## src/rtl/bemf_pkg.sv

```systemverilog
package bemf_pkg;

    typedef enum logic [1:0] {
        UPD_HOLD   = 2'd0,
        UPD_LIVE   = 2'd1,
        UPD_COMMIT = 2'd2
    } upd_sel_e;

    typedef struct packed {
        logic strobe;
        logic in_window;
        logic leaving;
    } win_ctl_t;

    function automatic logic take_sample(input logic strobe, input logic in_window);
        return strobe & in_window;
    endfunction

    function automatic upd_sel_e pick_update(input logic transp, input win_ctl_t c);
        if (transp && take_sample(c.strobe, c.in_window))
            return UPD_LIVE;
        if (!transp && c.leaving)
            return UPD_COMMIT;
        return UPD_HOLD;
    endfunction

endpackage

```

## src/rtl/bemf_cfg_reg.sv

```systemverilog
module bemf_cfg_reg (
    input  logic clk,
    input  logic rst,
    input  logic wr_en,
    input  logic wr_data,
    output logic transp
);
    always_ff @(posedge clk) begin
        if (rst)
            transp <= 1'b0;
        else if (wr_en)
            transp <= wr_data;
    end

    AST_CFG_STABLE: assert property (@(posedge clk) disable iff (rst)
        !wr_en |=> $stable(transp));
    AST_CFG_WRITE: assert property (@(posedge clk) disable iff (rst)
        wr_en |=> transp == $past(wr_data));
endmodule

```

## src/rtl/bemf_window_edge.sv

```systemverilog
module bemf_window_edge
    import bemf_pkg::*;
(
    input  logic     clk,
    input  logic     rst,
    input  logic     strobe,
    input  logic     izero,
    output win_ctl_t ctl
);
    logic izero_q;

    always_ff @(posedge clk) begin
        if (rst)
            izero_q <= 1'b0;
        else
            izero_q <= izero;
    end

    always_comb begin
        ctl.strobe    = strobe;
        ctl.in_window = izero;
        ctl.leaving   = izero_q & ~izero;
    end

    AST_EXIT_SINGLE: assert property (@(posedge clk) disable iff (rst)
        ctl.leaving |=> !ctl.leaving);
endmodule

```

## src/rtl/bemf_sample_reg.sv

```systemverilog
module bemf_sample_reg
    import bemf_pkg::*;
#(
    parameter int DATA_W = 12
) (
    input  logic              clk,
    input  logic              rst,
    input  logic              strobe,
    input  logic              in_window,
    input  logic [DATA_W-1:0] din,
    output logic [DATA_W-1:0] samp
);
    always_ff @(posedge clk) begin
        if (rst)
            samp <= '0;
        else if (take_sample(strobe, in_window))
            samp <= din;
    end

    AST_SAMPLE_GATED: assert property (@(posedge clk) disable iff (rst)
        !(strobe && in_window) |=> $stable(samp));
    AST_SAMPLE_LOAD: assert property (@(posedge clk) disable iff (rst)
        (strobe && in_window) |=> samp == $past(din));
endmodule

```

## src/rtl/bemf_out_stage.sv

```systemverilog
module bemf_out_stage
    import bemf_pkg::*;
#(
    parameter int DATA_W = 12
) (
    input  logic              clk,
    input  logic              rst,
    input  logic              transp,
    input  win_ctl_t          ctl,
    input  logic [DATA_W-1:0] din,
    input  logic [DATA_W-1:0] samp,
    output logic [DATA_W-1:0] dout
);
    upd_sel_e sel;

    always_comb sel = pick_update(transp, ctl);

    always_ff @(posedge clk) begin
        if (rst)
            dout <= '0;
        else begin
            unique case (sel)
                UPD_LIVE:   dout <= din;
                UPD_COMMIT: dout <= samp;
                default:    dout <= dout;
            endcase
        end
    end

    AST_RESET_CLEAR: assert property (@(posedge clk)
        rst |=> dout == '0);
    AST_LIVE_FOLLOW: assert property (@(posedge clk) disable iff (rst)
        (transp && ctl.strobe && ctl.in_window) |=> dout == $past(din));
    AST_OPAQUE_HOLD: assert property (@(posedge clk) disable iff (rst)
        (!transp && ctl.in_window) |=> $stable(dout));
    AST_EXIT_COMMIT: assert property (@(posedge clk) disable iff (rst)
        (!transp && ctl.leaving) |=> dout == $past(samp));
    AST_IDLE_HOLD: assert property (@(posedge clk) disable iff (rst)
        (!ctl.in_window && !ctl.leaving) |=> $stable(dout));
    AST_TRANSP_EXIT: assert property (@(posedge clk) disable iff (rst)
        (transp && ctl.leaving) |=> $stable(dout));
endmodule

```

## src/rtl/bemf_sh_ctrl.sv

```systemverilog
module bemf_sh_ctrl
    import bemf_pkg::*;
#(
    parameter int DATA_W = 12
) (
    input  logic              clk,
    input  logic              rst,
    input  logic [DATA_W-1:0] smp_data,
    input  logic              pwm_strobe,
    input  logic              izero,
    input  logic              cfg_wr_en,
    input  logic              cfg_wr_data,
    output logic [DATA_W-1:0] hold_out
);
    logic              transp;
    win_ctl_t          ctl;
    logic [DATA_W-1:0] samp;

    bemf_cfg_reg u_cfg (
        .clk     (clk),
        .rst     (rst),
        .wr_en   (cfg_wr_en),
        .wr_data (cfg_wr_data),
        .transp  (transp)
    );

    bemf_window_edge u_win (
        .clk    (clk),
        .rst    (rst),
        .strobe (pwm_strobe),
        .izero  (izero),
        .ctl    (ctl)
    );

    bemf_sample_reg #(.DATA_W(DATA_W)) u_samp (
        .clk       (clk),
        .rst       (rst),
        .strobe    (ctl.strobe),
        .in_window (ctl.in_window),
        .din       (smp_data),
        .samp      (samp)
    );

    bemf_out_stage #(.DATA_W(DATA_W)) u_out (
        .clk    (clk),
        .rst    (rst),
        .transp (transp),
        .ctl    (ctl),
        .din    (smp_data),
        .samp   (samp),
        .dout   (hold_out)
    );
endmodule

```

## config.mk

```make
export PLATFORM = sky130hd
export DESIGN_NAME = bemf_sh_ctrl
export DESIGN_NICKNAME = d
export VERILOG_FILES = /design/src/rtl/bemf_pkg.sv /design/src/rtl/bemf_cfg_reg.sv /design/src/rtl/bemf_window_edge.sv /design/src/rtl/bemf_sample_reg.sv /design/src/rtl/bemf_out_stage.sv /design/src/rtl/bemf_sh_ctrl.sv
export SDC_FILE = /design/constraint.sdc
export NUM_CORES = 1
export LEC_CHECK = 0
export CORE_ASPECT_RATIO = 0.8
export CORE_UTILIZATION = 32
export CTS_BUF_LIST = sky130_fd_sc_hd__clkbuf_8
export DETAILED_ROUTE_END_ITERATION = 10
export PLACE_DENSITY = 0.66
export SLEW_MARGIN = 20
export SYNTH_ARGS = -nofsm -noshare
export SYNTH_HDL_FRONTEND = slang
export SYNTH_SLANG_ARGS = --single-unit
```

## constraint.sdc

```tcl
create_clock -name clk -period 2 [get_ports clk]
set_input_delay 0.4 -clock clk [delete_from_list [all_inputs] [get_ports clk]]
set_output_delay 0.4 -clock clk [all_outputs]
set_load 0.05 [all_outputs]
```

==> After elaboration in Yosys (flattened, before gate mapping) <==
Cells that the tools add are included.
{ "word_totals": {"wordCells": 21, "ff_bits": 26, "output_inout_bits": 12, "in_bits": 18} }
{ "op_classes": {"n_reduce_logical": 4, "bitwise_logic": 3, "n_eq_ne": 2, "mux": 8} }
{ "op_table": {"columns": ["operator", "n"], "rows": [
  ["case mux 12 bit (2 select lines)", 1],
  ["two-way mux 2 bit", 4],
  ["two-way mux 1 bit", 3],
  ["bitwise AND 1 bit", 2],
  ["== test 2 x 1 -> 1 bit, second input constant", 1],
  ["== test 2 bit, second input constant", 1],
  ["logical AND 1 bit", 2],
  ["nonzero test 2 bit", 1],
  ["zero test 1 bit", 1],
  ["NOT 1 bit", 1]
]} }

==> Longest topological paths before layout <==
{ "depth": {"ltp_word": 9, "ltp_mapped": 4, "ltp_nobuf": 3} }

==> By module <==
A second synthesis with hierarchy kept.
{ "hier_totals": {"hier_cells": 117, "hier_area_um2": 1177.4} }
{ "modules_own_cells": {"columns": ["mod", "cells_per_inst", "seq_area_each_um2", "instances", "area_each_um2"], "rows": [
  ["bemf_sample_reg", 53, 240.2, 1, 560.5],
  ["bemf_out_stage", 56, 240.2, 1, 533.0],
  ["bemf_window_edge", 5, 20.0, 1, 50.0],
  ["bemf_cfg_reg", 3, 20.0, 1, 33.8]
]} }

==> Least setup slack after synthesis <==
OpenSTA, ideal clock, no wires.
{ "synth_timing": {"kind": "input to register", "start": "input port izero", "end": "register u_out.dout[10]", "path_stages": 3, "slack_ns": 0.720, "required_time_ns": 1.881, "setup_ns": 0.119, "t_arrival_ns": 1.162, "n_path_buf": 1, "cell_sequence": "or3b_4 buf_6 o221a_1"} }
{ "synth_between": {"elab_chain_len": 9, "elab_cells_between_ends": 15, "classes_between": "2 x eq/ne; 7 x mux; 3 x bitwise; 3 x reduce/logical"} }
{ "synth_lines": {"columns": ["item", "line", "rtl"], "rows": [
  ["start: declaration", "bemf_sh_ctrl.sv:10", "input logic izero,"],
  ["NOT 1 bit", "bemf_window_edge.sv:22", "ctl.leaving = izero_q & ~izero;"],
  ["bitwise AND 1 bit", "bemf_window_edge.sv:22", null],
  ["logical AND 1 bit", "bemf_pkg.sv:22", "if (!transp && c.leaving)"],
  ["two-way mux 1 bit (2 in series)", "bemf_pkg.sv:22", null],
  ["two-way mux 2 bit", "bemf_pkg.sv:24", "return UPD_HOLD;"],
  ["two-way mux 2 bit *", "bemf_pkg.sv:22", null],
  ["== test 2 bit or == test 2 x 1 -> 1 bit (tied branches)", "bemf_out_stage.sv:22", "unique case (sel)"],
  ["case mux 12 bit (2 select lines) or nonzero test 2 bit (tied branches)", null, null],
  ["end signal: assignment", "bemf_out_stage.sv:23", "UPD_LIVE: dout <= din;"],
  ["end signal: assignment", "bemf_out_stage.sv:24", "UPD_COMMIT: dout <= samp;"],
  ["end signal: assignment", "bemf_out_stage.sv:25", "default: dout <= dout;"],
  ["end: declaration", "bemf_out_stage.sv:12", "output logic [DATA_W-1:0] dout"]
]} }
Every way passes the cells marked *; elsewhere a longest branch is shown, timed or not. The select of a mux whose other input is x is not followed.
A chain may end at the register's enable or synchronous reset.

==> Final worst setup path <==
{ "layout_timing": {"start": "register u_out.dout[4]", "end": "output port hold_out[4]"} }
{ "layout_lines": {"columns": ["item", "line", "rtl"], "rows": [
  ["end: declaration", "bemf_sh_ctrl.sv:13", "output logic [DATA_W-1:0] hold_out"]
]} }
No word-level cell between the ends.

==> results.rst <==
.. list-table::
   :header-rows: 1

   * - Metric
     - Value
   * - Area added between synthesis and finish
     - 36.3%
   * - Maximum resistive drop on vdd
     - 385 µV
   * - Number of setup violations in the final report
     - 0
   * - Crit. End Element
     - output pin
   * - Final setup slack of the worst path
     - 0.143 ns
   * - DRC violations left
     - 0
   * - Hold Path Class
     - flop to flop
   * - PwrDens
     - 858 nW/µm²
   * - Hold Vio Cnt, Final
     - 0
   * - Number of sinks on the clock net
     - 26
   * - Sequential element share of the synthesized area
     - 0.510
   * - Chain of cells forming the critical path
     - clkdlybuf4s50_1
   * - Clock latency on the worst-skew pair
     - 0.27 ns
   * - Number of top-level pins
     - 30
   * - Final slew viol count
     - 0
   * - Clock Tree Buf Depth
     - 2
   * - Setup tns final
     - 0 ns
   * - Count of nets left with antenna violations after detail routing
     - 0
   * - Router iterations before antenna repair
     - 4
   * - Tightest slew margin relative to the limit
     - 0.665
   * - Root Buffer
     - sky130_fd_sc_hd__clkbuf_8
   * - Total vias in the final route
     - 860
   * - Antenna Cells
     - 0
   * - Total routed wire length on the met1 layer
     - 1.07 mm
   * - Clock input transition at the sequential cells of the worst setup and hold paths
     - around 0.1 ns
   * - Pin count of the biggest net entering global routing
     - 27
   * - Cell at the slowest stage of the critical path
     - sky130_fd_sc_hd__clkdlybuf4s50_1
   * - # resized after CTS
     - 0
   * - Standard-cell rows
     - 17
   * - Final non-filler cell area
     - roughly 1400 µm²
   * - Routed wire length on met2
     - 950 µm
   * - Placed wire-length estimate after detailed placement
     - 1.53 mm
   * - Number of max-cap violations
     - 0
   * - Post-DP Area
     - 1320 µm²
   * - CTS Hold Buffers Added
     - 0
   * - Crit path max-delay family
     - buffers and inverters
   * - GR Overflow Total
     - 0
   * - Worst Skew
     - 0.00956 ns
   * - Number of vias per cell after detailed routing
     - 4.80
   * - Fraction of final layout cells sized beyond drive strength 1
     - 0.0638
   * - Critical path startpoint category
     - flop
   * - Met3 wire length
     - 159 µm
   * - Worst Path Arrival
     - 1.46 ns
   * - Core footprint
     - between 2000 and 3000 µm²
   * - Cell type with the largest total area after synthesis
     - sky130_fd_sc_hd__dfxtp_1
   * - Post CTS Setup Buffer Count
     - 0
   * - Global-route wire length before repair
     - 3.71 mm
   * - Global routing usage summed across all routing layers
     - 0.148
   * - Max FO, Critical Path
     - 2
   * - Worst Path Class, Setup
     - flop to output pin
   * - Endpoint required time on the critical path
     - 1.60 ns
   * - Distinct cell type count of the synthesized netlist
     - 17
   * - Status
     - finished clean
   * - Unrepaired setup endpoints after global routing
     - no
   * - Initial core utilization
     - 0.353
   * - Worst setup slack before clock tree synthesis
     - 0.177 ns
   * - Final estimated routing congestion in global placement
     - 0.744
   * - Final critical-path required period
     - 1.86 ns
   * - Detailed-route wire length per cell
     - 12.3 µm
   * - Netlist area before placement
     - approximately 1000 µm²
   * - Floorplan die width
     - 65.2 µm
   * - Tcrit/Tclk final
     - 0.928
   * - Static power due to leakage
     - 0.554 nW
   * - Total length of routed wires
     - 2.19 mm
   * - Number of inserted filler cells in the final layout
     - 286
   * - Top post-synthesis cells by area
     - sky130_fd_sc_hd__dfxtp_1 51%, sky130_fd_sc_hd__a21oi_1 12%, sky130_fd_sc_hd__o221a_1 11%
   * - Initial antenna violation count
     - 0
   * - Worst path max stage delay
     - 0.81 ns
   * - Tightest Pin Transition
     - about 0.50 ns
   * - Iter 0 DRT Violations
     - 83
   * - Uppermost metal layer occupied by signal nets
     - met4
   * - Die area
     - roughly 3400 µm²
   * - WP buf/inv
     - 1
   * - Vias in the first global route
     - 778
   * - Number of H-tree levels
     - 1
   * - Net count after synthesis
     - 133
   * - Number of buffer cells added on primary ports
     - 29
   * - Avg Cell Area, Syn
     - 8.88 µm²
   * - FMAX
     - 0.539 GHz
   * - Number of CTS-inserted buffers
     - 3
   * - Gate count of the mapped netlist
     - 115
   * - Top cell type's share of synthesized area
     - 0.510
   * - Nets
     - 160
   * - Yosys warning total
     - 0
   * - Vert. Die Dim
     - 52.5 µm
   * - CTS tree
     - done
   * - Register bit total from synthesis
     - 26
[flip-flops by register name, indices dropped and copies added (netlist names)]
register / count
u_win.izero_q: 1
u_cfg.transp: 1
u_out.dout: 12
u_samp.samp: 12
[synthesized netlist by cell type (all sizes together)]
library cell	instances
or3b	1
clkbuf	5
mux2i	1
nor2b	1
dfxtp	26
a21oi	24
nand3	1
o221a	12
buf	3
nand2	26
nor2	1
and3	1
inv	12
and2	1
[logic make-up (layout without fill, tap and decap cells)]
group	count (synthesis)	count (layout)	share of synthesized area
and+or+nand+nor	32	32	0.141
AOI/OAI and AO/OA	36	36	0.250
DFF	26	26	0.510
muxes	1	1	0.00980
buffers and inverters	20	46	0.0895
[placed cells by master (no fill, tap or decap)]
master,n
sky130_fd_sc_hd__nand2_1,25
sky130_fd_sc_hd__o221a_1,10
sky130_fd_sc_hd__nand2_4,1
sky130_fd_sc_hd__nor2b_1,1
sky130_fd_sc_hd__and2_1,1
sky130_fd_sc_hd__and3_1,1
sky130_fd_sc_hd__mux2i_1,1
sky130_fd_sc_hd__nor2_1,1
sky130_fd_sc_hd__bufinv_16,1
sky130_fd_sc_hd__o221a_2,2
sky130_fd_sc_hd__inv_1,12
sky130_fd_sc_hd__or3b_4,1
sky130_fd_sc_hd__clkbuf_8,3
sky130_fd_sc_hd__dfxtp_1,26
sky130_fd_sc_hd__a21oi_1,24
sky130_fd_sc_hd__clkdlybuf4s50_1,29
sky130_fd_sc_hd__buf_4,1
sky130_fd_sc_hd__nand3_1,1
[power breakdown]
part	internal [W]	leakage [nW]	switching, W	total (W)
Sequential	0.000547	0.213	0.0000168	0.000563
Clock	0.000268	0.0357	0.000168	0.000436
Combinational	0.0000844	0.305	0.000111	0.000195
[metal layers]
metal  up-vias  track usage
li1        441            -
met1       391        0.204
met2        26        0.222
met3         2       0.0522
met4         0       0.0326
met5         -            0
[path summary, 6_finish.rpt]
path                  startpoint              to  slack, ns  depth (start not counted)
hold / removal    u_samp.samp[1]  u_samp.samp[1]       0.46                          2
setup reg to reg    u_cfg.transp   u_out.dout[9]       0.72                          3
hold reg to reg   u_samp.samp[1]  u_samp.samp[1]       0.46                          2
setup / recovery   u_out.dout[4]     hold_out[4]       0.14                          1
[layout make-up]
cell class	count	area, µm²	area share
well taps	38	47.5	0.0342
clock inverters	1	30.0	0.0216
multi-input cells	69	409	0.294
repair buffers	30	298	0.214
clock buffers	3	41.3	0.0297
inverters	12	45.0	0.0324
flip-flops and latches	26	520	0.374
[metrics by stage]
step | cells | hold WS [ns] | power, W | utilization
global route | 179 | 0.489 | 0.00124 | 0.481
detailed placement | 175 | 0.452 | 0.000771 | 0.456
global placement | 175 | 0.442 | 0.000768 | 0.456
floorplan | 115 | 0.437 | 0.000691 | -
finish | 179 | 0.463 | 0.00119 | 0.481
CTS | 179 | 0.464 | 0.00120 | 0.481
Power figures use the tool's default switching activity.
